===== src/rtl/isc_pkg.sv =====
package isc_pkg;
   localparam int NSTG  = 6;
   localparam int S_PRE = 0;
   localparam int S_IF  = 1;
   localparam int S_ID  = 2;
   localparam int S_EX  = 3;
   localparam int S_MEM = 4;
   localparam int S_ST  = 5;

   typedef enum logic [1:0] {
      OP_ALU    = 2'd0,
      OP_LOAD   = 2'd1,
      OP_STORE  = 2'd2,
      OP_BRANCH = 2'd3
   } opcls_e;

   function automatic logic is_mem(input opcls_e op);
      return (op == OP_LOAD) || (op == OP_STORE);
   endfunction
endpackage


===== src/rtl/isc_pending_scan.sv =====
module isc_pending_scan
   import isc_pkg::*;
#(
   parameter int REG_W = 5
) (
   input  logic [NSTG-1:1] older_valid_i,
   input  opcls_e [NSTG-1:1] older_op_i,
   input  logic cz_mem_i,
   input  logic cz_st_i,
   input  logic [REG_W-1:0] ex_dst_i,
   input  logic [REG_W-1:0] mem_dst_i,
   input  logic [REG_W-1:0] id_src1_i,
   input  logic [REG_W-1:0] id_src2_i,
   output logic br_unres_o,
   output logic mem_pend_o,
   output logic st_pend_o,
   output logic ophaz_o
);
   logic [NSTG-1:1] is_br, is_mem_op;

   for (genvar s = 1; s < NSTG; s++) begin : g_cls
      assign is_br[s]     = older_valid_i[s] && (older_op_i[s] == OP_BRANCH);
      assign is_mem_op[s] = older_valid_i[s] && is_mem(older_op_i[s]);
   end

   // a branch is resolved once it has left execute
   assign br_unres_o = |is_br[S_EX:S_IF];

   // a memory operation is pending until it sits in commit with zero count
   assign mem_pend_o = (|is_mem_op[S_MEM:S_IF]) || (is_mem_op[S_ST] && !cz_st_i);

   assign st_pend_o =
      (older_valid_i[S_MEM] && (older_op_i[S_MEM] == OP_STORE)) ||
      (older_valid_i[S_ST]  && (older_op_i[S_ST]  == OP_STORE) && !cz_st_i);

   logic ex_match, mem_match;
   assign ex_match  = (ex_dst_i  == id_src1_i) || (ex_dst_i  == id_src2_i);
   assign mem_match = (mem_dst_i == id_src1_i) || (mem_dst_i == id_src2_i);

   assign ophaz_o =
      (older_valid_i[S_EX]  && (older_op_i[S_EX]  == OP_LOAD) && ex_match) ||
      (older_valid_i[S_MEM] && (older_op_i[S_MEM] == OP_LOAD) && !cz_mem_i && mem_match);
endmodule


===== src/rtl/isc_ready.sv =====
module isc_ready
   import isc_pkg::*;
(
   input  logic [NSTG-1:0] cz_i,
   input  opcls_e op_ex_i,
   input  opcls_e op_mem_i,
   input  logic br_unres_i,
   input  logic mem_pend_i,
   input  logic st_pend_i,
   input  logic ophaz_i,
   input  logic ic_hit_i,
   input  logic dc_hit_i,
   output logic [NSTG-1:0] ready_o
);
   logic ex_needs_order;
   assign ex_needs_order = (op_ex_i == OP_STORE) || ((op_ex_i == OP_LOAD) && !dc_hit_i);

   for (genvar s = 0; s < NSTG; s++) begin : g_rdy
      if (s == S_PRE) begin : g_pre
         assign ready_o[s] = cz_i[s] && !br_unres_i && !(mem_pend_i && !ic_hit_i);
      end else if (s == S_ID) begin : g_id
         assign ready_o[s] = cz_i[s] && !ophaz_i;
      end else if (s == S_EX) begin : g_ex
         assign ready_o[s] = cz_i[s] && !(ex_needs_order && st_pend_i);
      end else if (s == S_MEM) begin : g_mem
         assign ready_o[s] = cz_i[s] || (op_mem_i == OP_STORE);
      end else begin : g_plain
         assign ready_o[s] = cz_i[s];
      end
   end
endmodule


===== src/rtl/isc_adv_chain.sv =====
module isc_adv_chain
   import isc_pkg::*;
(
   input  logic [NSTG-1:0] valid_i,
   input  logic [NSTG-1:0] ready_i,
   output logic [NSTG-1:0] adv_o
);
   for (genvar s = NSTG - 1; s >= 0; s--) begin : g_adv
      if (s == NSTG - 1) begin : g_tail
         assign adv_o[s] = valid_i[s] && ready_i[s];
      end else begin : g_body
         assign adv_o[s] = valid_i[s] && ready_i[s] && (!valid_i[s+1] || adv_o[s+1]);
      end
   end
endmodule


===== src/rtl/inorder_stall_ctrl.sv =====
module inorder_stall_ctrl
   import isc_pkg::*;
#(
   parameter int TAG_W = 4,
   parameter int CNT_W = 3,
   parameter int REG_W = 5
) (
   input  logic clk_i,
   input  logic rst_i,
   input  logic in_valid_i,
   input  logic [1:0] in_op_i,
   input  logic [REG_W-1:0] in_dst_i,
   input  logic [REG_W-1:0] in_src1_i,
   input  logic [REG_W-1:0] in_src2_i,
   output logic in_ready_o,
   input  logic ic_hit_i,
   input  logic dc_hit_i,
   input  logic [NSTG*CNT_W-1:0] lat_i,
   output logic [NSTG-1:0] adv_o,
   output logic [NSTG-1:0] stall_o,
   output logic retire_o,
   output logic [TAG_W-1:0] retire_tag_o
);
   localparam int LAST    = NSTG - 1;
   localparam int DST_STG = S_MEM + 1;
   localparam int SRC_STG = S_ID + 1;

   if (TAG_W < 1 || (1 << TAG_W) <= NSTG) begin : g_bad_tag
      $error("TAG_W too small to order all in-flight instructions");
   end
   if (CNT_W < 1) begin : g_bad_cnt
      $error("CNT_W must be at least 1");
   end
   if (REG_W < 1) begin : g_bad_reg
      $error("REG_W must be at least 1");
   end

   logic [NSTG-1:0]              valid_q;
   opcls_e [NSTG-1:0]            op_q;
   logic [NSTG-1:0][CNT_W-1:0]   cnt_q;
   logic [NSTG-1:0][TAG_W-1:0]   tag_q;
   logic [DST_STG-1:0][REG_W-1:0] dst_q;
   logic [SRC_STG-1:0][REG_W-1:0] src1_q, src2_q;
   logic [TAG_W-1:0]             tag_ctr_q;

   logic [NSTG-1:0] cz, ready, adv, enter;
   opcls_e [NSTG-1:0]            nxt_op;
   logic [NSTG-1:0][TAG_W-1:0]   nxt_tag;
   logic [DST_STG-1:0][REG_W-1:0] nxt_dst;
   logic [SRC_STG-1:0][REG_W-1:0] nxt_src1, nxt_src2;
   logic accept;
   logic br_unres, mem_pend, st_pend, ophaz;

   assign in_ready_o = !valid_q[S_PRE] || adv[S_PRE];
   assign accept     = in_valid_i && in_ready_o;

   for (genvar s = 0; s < NSTG; s++) begin : g_src
      assign cz[s] = (cnt_q[s] == '0);
      if (s == 0) begin : g_in
         assign enter[s]   = accept;
         assign nxt_op[s]  = opcls_e'(in_op_i);
         assign nxt_tag[s] = tag_ctr_q;
      end else begin : g_shift
         assign enter[s]   = adv[s-1];
         assign nxt_op[s]  = op_q[s-1];
         assign nxt_tag[s] = tag_q[s-1];
      end
   end

   for (genvar s = 0; s < DST_STG; s++) begin : g_dsrc
      if (s == 0) begin : g_in
         assign nxt_dst[s] = in_dst_i;
      end else begin : g_shift
         assign nxt_dst[s] = dst_q[s-1];
      end
   end

   for (genvar s = 0; s < SRC_STG; s++) begin : g_ssrc
      if (s == 0) begin : g_in
         assign nxt_src1[s] = in_src1_i;
         assign nxt_src2[s] = in_src2_i;
      end else begin : g_shift
         assign nxt_src1[s] = src1_q[s-1];
         assign nxt_src2[s] = src2_q[s-1];
      end
   end

   isc_pending_scan #(.REG_W(REG_W)) u_scan (
      .older_valid_i (valid_q[LAST:1]),
      .older_op_i    (op_q[LAST:1]),
      .cz_mem_i      (cz[S_MEM]),
      .cz_st_i       (cz[S_ST]),
      .ex_dst_i      (dst_q[S_EX]),
      .mem_dst_i     (dst_q[S_MEM]),
      .id_src1_i     (src1_q[S_ID]),
      .id_src2_i     (src2_q[S_ID]),
      .br_unres_o    (br_unres),
      .mem_pend_o    (mem_pend),
      .st_pend_o     (st_pend),
      .ophaz_o       (ophaz)
   );

   isc_ready u_ready (
      .cz_i       (cz),
      .op_ex_i    (op_q[S_EX]),
      .op_mem_i   (op_q[S_MEM]),
      .br_unres_i (br_unres),
      .mem_pend_i (mem_pend),
      .st_pend_i  (st_pend),
      .ophaz_i    (ophaz),
      .ic_hit_i   (ic_hit_i),
      .dc_hit_i   (dc_hit_i),
      .ready_o    (ready)
   );

   isc_adv_chain u_chain (
      .valid_i (valid_q),
      .ready_i (ready),
      .adv_o   (adv)
   );

   always_ff @(posedge clk_i) begin
      if (rst_i) begin
         valid_q   <= '0;
         tag_ctr_q <= '0;
         cnt_q     <= '0;
         tag_q     <= '0;
         dst_q     <= '0;
         src1_q    <= '0;
         src2_q    <= '0;
         for (int s = 0; s < NSTG; s++) op_q[s] <= OP_ALU;
      end else begin
         if (accept) tag_ctr_q <= tag_ctr_q + TAG_W'(1);
         for (int s = 0; s < NSTG; s++) begin
            if (enter[s]) begin
               valid_q[s] <= 1'b1;
               op_q[s]    <= nxt_op[s];
               tag_q[s]   <= nxt_tag[s];
               cnt_q[s]   <= lat_i[s*CNT_W +: CNT_W];
            end else if (adv[s]) begin
               valid_q[s] <= 1'b0;
            end else if (valid_q[s] && !cz[s]) begin
               cnt_q[s]   <= cnt_q[s] - CNT_W'(1);
            end
         end
         for (int s = 0; s < DST_STG; s++) begin
            if (enter[s]) dst_q[s] <= nxt_dst[s];
         end
         for (int s = 0; s < SRC_STG; s++) begin
            if (enter[s]) begin
               src1_q[s] <= nxt_src1[s];
               src2_q[s] <= nxt_src2[s];
            end
         end
      end
   end

   assign adv_o        = adv;
   assign stall_o      = valid_q & ~adv & cz;
   assign retire_o     = adv[LAST];
   assign retire_tag_o = tag_q[LAST];

   // ---------------- assertions ----------------
   logic [NSTG-1:0] front;
   for (genvar s = 0; s < NSTG; s++) begin : g_front
      if (s == LAST) begin : g_tail
         assign front[s] = valid_q[s];
      end else begin : g_body
         assign front[s] = valid_q[s] && !(|valid_q[LAST:s+1]);
      end
   end

   assert_entry_tag_R2: assert property (@(posedge clk_i) disable iff (rst_i)
      accept |=> valid_q[S_PRE] && (tag_q[S_PRE] == $past(tag_ctr_q)));

   assert_store_mem_ready_R5: assert property (@(posedge clk_i) disable iff (rst_i)
      (valid_q[S_MEM] && (op_q[S_MEM] == OP_STORE) && !valid_q[S_ST]) |-> adv_o[S_MEM]);

   for (genvar s = 0; s < NSTG; s++) begin : g_chk
      assert_oldest_moves_R9: assert property (@(posedge clk_i) disable iff (rst_i)
         front[s] |-> !stall_o[s]);

      assert_countdown_R3: assert property (@(posedge clk_i) disable iff (rst_i)
         (valid_q[s] && !adv[s] && !cz[s] && !enter[s]) |=>
            (valid_q[s] && (cnt_q[s] == $past(cnt_q[s]) - CNT_W'(1))));

      if (s < LAST) begin : g_pair
         assert_one_step_R3: assert property (@(posedge clk_i) disable iff (rst_i)
            adv_o[s] |=> valid_q[s+1] && (tag_q[s+1] == $past(tag_q[s])) &&
                         (cnt_q[s+1] == $past(lat_i[(s+1)*CNT_W +: CNT_W])));

         assert_age_order_R10: assert property (@(posedge clk_i) disable iff (rst_i)
            (valid_q[s] && valid_q[s+1]) |->
               ((TAG_W'(tag_q[s] - tag_q[s+1]) != '0) &&
                (TAG_W'(tag_q[s] - tag_q[s+1]) < TAG_W'(NSTG))));
      end
   end
endmodule


===== config.mk =====
export PLATFORM = sky130hd
export DESIGN_NAME = inorder_stall_ctrl
export DESIGN_NICKNAME = d
export VERILOG_FILES = /design/src/rtl/isc_pkg.sv /design/src/rtl/isc_pending_scan.sv /design/src/rtl/isc_ready.sv /design/src/rtl/isc_adv_chain.sv /design/src/rtl/inorder_stall_ctrl.sv
export SDC_FILE = /design/constraint.sdc
export NUM_CORES = 1
export LEC_CHECK = 0
export ABC_AREA = 0
export CAP_MARGIN = 30
export CORE_ASPECT_RATIO = 0.6
export CORE_UTILIZATION = 30
export DETAILED_ROUTE_END_ITERATION = 6
export PLACE_DENSITY = 0.46
export REMOVE_ABC_BUFFERS = 1
export SETUP_SLACK_MARGIN = 0.1
export SYNTH_ARGS = -nofsm -noshare
export SYNTH_HDL_FRONTEND = slang
export SYNTH_SLANG_ARGS = --single-unit

===== constraint.sdc =====
create_clock -name clk_i -period 3.3 [get_ports clk_i]
set_clock_uncertainty 0.15 [all_clocks]
set_input_delay 0.66 -clock clk_i [delete_from_list [all_inputs] [get_ports clk_i]]
set_output_delay 0.66 -clock clk_i [all_outputs]
set_load 0.05 [all_outputs]

# Word level (Yosys, flattened, before mapping)
# Index checks and enable logic that the tools add are counted.
# word_totals
register_bits	119
out_inout_bits	18
# op_classes
n_addsub	7
eq_ne	23
muxes	30
bitwise	3
reduce_logical	104
# op_table
cell	n
3-bit two-way mux	18
1-bit logical AND	42
2-bit nonzero test	12
5-bit equality test	4
1-bit logical NOT	18
3-bit logical NOT	6
1-bit logical OR	18
3-bit by 1-bit subtractor with 3-bit output (second input constant)	6
2-bit equality test (second input constant)	8
6-bit bitwise AND	2
1-bit two-way mux	12
2-bit AND reduction	6
2-bit by 1-bit equality test with 1-bit output (second input constant)	5
2-bit != test (second input constant)	4
6-bit NOT	1
4-bit by 1-bit adder with 4-bit output (second input constant)	1
2-bit by 1-bit != test with 1-bit output (second input constant)	2
4-bit OR reduction	1
3-bit OR reduction	1

# Longest topological paths before layout
# depth
depth_word	19
ltp_mapped	13
ltp_nobuf	11

# Modules after synthesis
# From an unflattened synthesis, not the netlist that was laid out.
# hier_totals
cells_unflattened	585
area_unflattened_um2	5431.5
# modules_own_cells
module	instances	cells_each	area_per_inst_um2	seq_area_each_um2
inorder_stall_ctrl	1	505	4834.6	2382.3
isc_pending_scan	1	51	401.6	0.0
isc_adv_chain	1	19	123.9	0.0
isc_ready	1	10	71.3	0.0

# Worst setup path before layout
# OpenSTA, ideal clock, no wires.
# synth_path
kind	flip-flop to output port
startpoint	register cnt_q[12] in the netlist's numbering
endpoint	output port stall_o[2]
arrival_time_ns	3.122
required_time_ns	2.490
path_slack_ns	-0.632
stages_incl_launch_ff	12
n_path_buf	2
path_cell_list	dfxtp_1 -> inv_1 -> ha_1 -> ha_1 -> nand3b_1 -> nor4_1 -> a31oi_2 -> nand4_4 -> buf_1 -> inv_1 -> clkbuf_1 -> nor2_1
# synth_between
elab_chain_cells	12
elab_cells_between_ends	18
classes_between	3 x bitwise; 15 x reduce/logical
# synth_lines
item	line	text
start: declaration	inorder_stall_ctrl.sv:40	logic [NSTG-1:0][CNT_W-1:0] cnt_q;
start signal: indexed assignment	inorder_stall_ctrl.sv:139	cnt_q[s] <= lat_i[s*CNT_W +: CNT_W];
start signal: indexed assignment	inorder_stall_ctrl.sv:143	cnt_q[s] <= cnt_q[s] - CNT_W'(1);
3-bit logical NOT *	inorder_stall_ctrl.sv:58	assign cz[s] = (cnt_q[s] == '0);
1-bit logical NOT	isc_pending_scan.sv:42	(older_valid_i[S_MEM] && (older_op_i[S_MEM] == OP_LOAD) && !cz_mem_i && mem_match);
1-bit logical AND (2 in a row)	isc_pending_scan.sv:42	
1-bit logical OR	isc_pending_scan.sv:41	(older_valid_i[S_EX] && (older_op_i[S_EX] == OP_LOAD) && ex_match) ||
1-bit logical NOT	isc_ready.sv:22	assign ready_o[s] = cz_i[s] && !ophaz_i;
1-bit logical AND	isc_ready.sv:22	
1-bit logical AND	isc_adv_chain.sv:12	assign adv_o[s] = valid_i[s] && ready_i[s] && (!valid_i[s+1] || adv_o[s+1]);
1-bit logical AND *	isc_adv_chain.sv:12	
net adv_o[2]	inorder_stall_ctrl.sv:19	output logic [NSTG-1:0] adv_o,
6-bit NOT *	inorder_stall_ctrl.sv:159	assign stall_o = valid_q & ~adv & cz;
6-bit bitwise AND * (2 in a row)	inorder_stall_ctrl.sv:159	
end: declaration	inorder_stall_ctrl.sv:20	output logic [NSTG-1:0] stall_o,
# The timed path passes the listed nets; every way through them passes the cells marked *.

# Final worst setup path
# layout_path
startpoint	register cnt_q[13] in the netlist's numbering
endpoint	output port adv_o[1]
# layout_between
elab_chain_cells	11
elab_cells_between_ends	17
classes_between	17 x reduce/logical
# layout_lines
item	line
3-bit logical NOT *	inorder_stall_ctrl.sv:58
1-bit logical NOT	isc_pending_scan.sv:42
1-bit logical AND (2 in a row)	isc_pending_scan.sv:42
1-bit logical OR	isc_pending_scan.sv:41
1-bit logical NOT	isc_ready.sv:22
1-bit logical AND	isc_ready.sv:22
1-bit logical AND	isc_adv_chain.sv:12
1-bit logical AND *	isc_adv_chain.sv:12
1-bit logical OR *	isc_adv_chain.sv:12
1-bit logical AND *	isc_adv_chain.sv:12
end: declaration	inorder_stall_ctrl.sv:19
# Mark *: on every way between the ends. The rest lies on a longest branch, timed or not.

==> qor.txt <==
CP delay by family, top: simple AND/OR/NAND/NOR gates
Status: finished with violations
Worst-margin pin slew: 0.537 ns
Worst path bufs/invs: 4
Flops & latches, synth: 119
Reg clk slew, reported paths: 0.05 ns
Critical path class: reg2out
Share of layout cells above drive strength 1: 0.164
Mean Syn Cell Area: 8.76 um^2
Ant. Diodes: 0
Ys async rst share: 0
Final slew viol count: 0
Die Y: 105 um
Startpoint Class: flip-flop
P_leak: 0.00276 uW
Post-synth EDFFs: 0
Pre-CTS setup slack: 0.0528 ns
Minimum clock period: 3.32 ns
Die W: 173 um
Die Area: 0.0182 mm^2
Top post-synthesis cells by area: dfxtp_1 (45%), mux2i_1 (8.9%), nand2_1 (7.4%)
FF-to-FF path depth: 17
Total wire length: 13.1 mm
CTS H-tree lvls: 4
Synth top area share: 0.451
First-pass iteration count of the detailed router: 4
CTS max path bufs: 2
Multi-input logic area: 0.00277 mm^2
Post-route setup slack: -0.0163 ns
First-pass GRT wire length: 21.4 mm
Worst Hold Launch: cnt_q[15]
Fin area: 0.00720 mm^2
Reg-to-reg startpoint: cnt_q[13]
Setup Viol. Count Final: 1
Rows: 37
Required time of the critical path: 2.49 ns
Cell taking the most area after synthesis: dfxtp_1
Largest net degree at the start of global routing: 50
Slew HR: 0.638
Clock Sinks: 119
Pwr/cell area: 626 mW/mm^2
Vias in the first global route: 4321
Crit path max fanout: 4
Starting Density: 0.307
GR Overflow Total: 0
Synth top cells by count: dfxtp_1 (119), nand2_1 (104), nor2_1 (66)
Max Fclk: 0.302 GHz
# IOs: 58
Worst skew pair latency: 0.41 ns
Global-route usage over all layers: 0.148
TritonCTS Buffers: 17
CTS tree: built
Max cap viols: 0
Synth Warn #: 0
Cell area after synthesis: 0.00528 mm^2
Library cells used by synthesis: 57
Failing checks: negative setup slack
Hold EP: cnt_q[15]
Number of fill cells: 1657
Post-route ant nets: 0
Final Net Count: 743
Most frequent cell after synthesis: dfxtp_1
Routability Congestion: 0.785
Vias per cell: 4.66
CTS Root Cell: clkbuf_16
Max IR drop VDD: 249 uV
Hold Fails Final Rpt: 0
Cells after Synth: 603
Total core area: 0.0172 mm^2
Worst Path Arrival: 2.51 ns
Slowest-stage cell, CP: dfxtp_2
Post-synthesis sequential area ratio: 0.451
Initial detailed-routing violation count: 236
R2R Path End: src2_q[14]
Initial antenna violation count: 0
Post-DP HPWL: 8.82 mm
Area of placed instances: 0.00624 mm^2
Utilization after layout: 0.419
Most frequent CP cell: ha_4
Fin Hold WS: 0.293 ns
RSZ-0062 raised after global routing: yes
CP cell instances: inv_2 > ha_4 > ha_4 > nand3b_1 > nor4_4 > a31oi_4 > buf_6 > a41o_4 > nand2b_4 > inv_4 > buf_12
Synth Flop Type: dfxtp_1
Final Cycle Share: 1.00
Critical Path End Type: output pin
Worst min-delay path category: reg2reg
Critical path's largest stage delay: 0.33 ns
Area growth syn-to-layout: 36.4%
WHS Path Cells: 1
Reg2Reg Setup Slack: 0.26 ns
DR DRC count: 0
Number of buffers added on ports: 56
Wirelength per Cell: 14.1 um
Register Area: 0.00239 mm^2
DR vias: 4326
area by class of cell:
cell class	instances	area share
clock buffers	23	0.0677
multi-input cells	422	0.385
flip-flops and latches	119	0.331
inverters	28	0.0149
clock inverters	8	0.0233
well taps	234	0.0406
repair buffers	94	0.137
power by group:
group          leakage (uW)  switching (uW)  internal [uW]
registers          0.000966            55.6           1510
logic               0.00148             481            413
clock network      0.000319             634           1410
total               0.00276            1170           3340
what timing repair did:
item,in CTS,in global routing
endpoints found under the setup margin,8,32
resized for setup,25,15
cloned,0,1
buffers inserted,14,2
pin swaps,10,8
hold buffers,0,0
state kept, by name, summed over array words and instances, names as in the netlist, 6 cells and up:
register and flops:
dst_q 25, nxt_tag 20, cnt_q 18, nxt_op 10
nxt_src1 10, nxt_src2 10, valid_q 6
kinds of logic (layout without fill, tap and decap cells):
group | count (synthesis) | count (layout) | share of synthesized area
DFF | 119 | 119 | 0.451
xor gates and xnor gates | 27 | 27 | 0.0448
AOI/OAI and AO/OA | 108 | 108 | 0.131
muxes | 48 | 48 | 0.0912
buffers and inverters | 62 | 153 | 0.0512
adders and majority gates | 21 | 21 | 0.0498
and+or+nand+nor | 217 | 217 | 0.181
other | 1 | 1 | 0.000710
stage by stage:
step | instances | setup TNS (ns) | power (uW)
6_report | 928 | -0.0163 | 4510
5_1_grt | 928 | -0.722 | 4700
4_1_cts | 927 | -0.0157 | 4500
3_5_place_dp | 882 | 0 | 2370
3_3_place_gp | 882 | 0 | 2340
2_1_floorplan | 569 | -71.88 | 2040
routing by layer:
layer	track usage	share of wire
met1	0.206	0.53
met2	0.219	0.41
met4	0.0531	0.012
met5	0	0
met3	0.0375	0.045
layout by cell type (no fill, tap or decap), types with 3 or more instances in the layout:
cell,Yosys,routed
clkbuf_16,0,18
a21oi_1,62,62
buf_4,4,34
nand3b_1,4,4
bufinv_16,0,5
ha_1,21,18
nor2b_1,6,5
nand2b_1,8,7
clkbuf_8,0,4
nor4_1,4,3
o21ai_0,8,8
inv_1,27,23
clkdlybuf4s50_1,0,44
nor2_1,66,63
a221oi_1,3,3
and3_1,4,4
mux2i_1,47,47
nand3_1,6,6
a211oi_1,9,9
xnor2_1,10,10
dfxtp_1,119,115
dfxtp_2,0,4
nand2_1,104,103
xor2_1,17,17
buf_6,2,3
buf_12,0,11
inv_2,1,4
worst max path at each step:
stage                     startpoint    endpoint  slack, ns  depth (start not counted)
final                      cnt_q[13]    adv_o[1]      -0.02                         11
after floorplan            cnt_q[15]    adv_o[0]      -2.79                          8
after CTS                  cnt_q[13]    adv_o[1]     -0.008                         11
after detailed placement   cnt_q[12]  stall_o[1]       0.05                          9
after global placement     cnt_q[12]  stall_o[2]       0.08                         10
after global routing       cnt_q[13]    adv_o[1]      -0.14                         11
(Power assumes the default switching activity.)
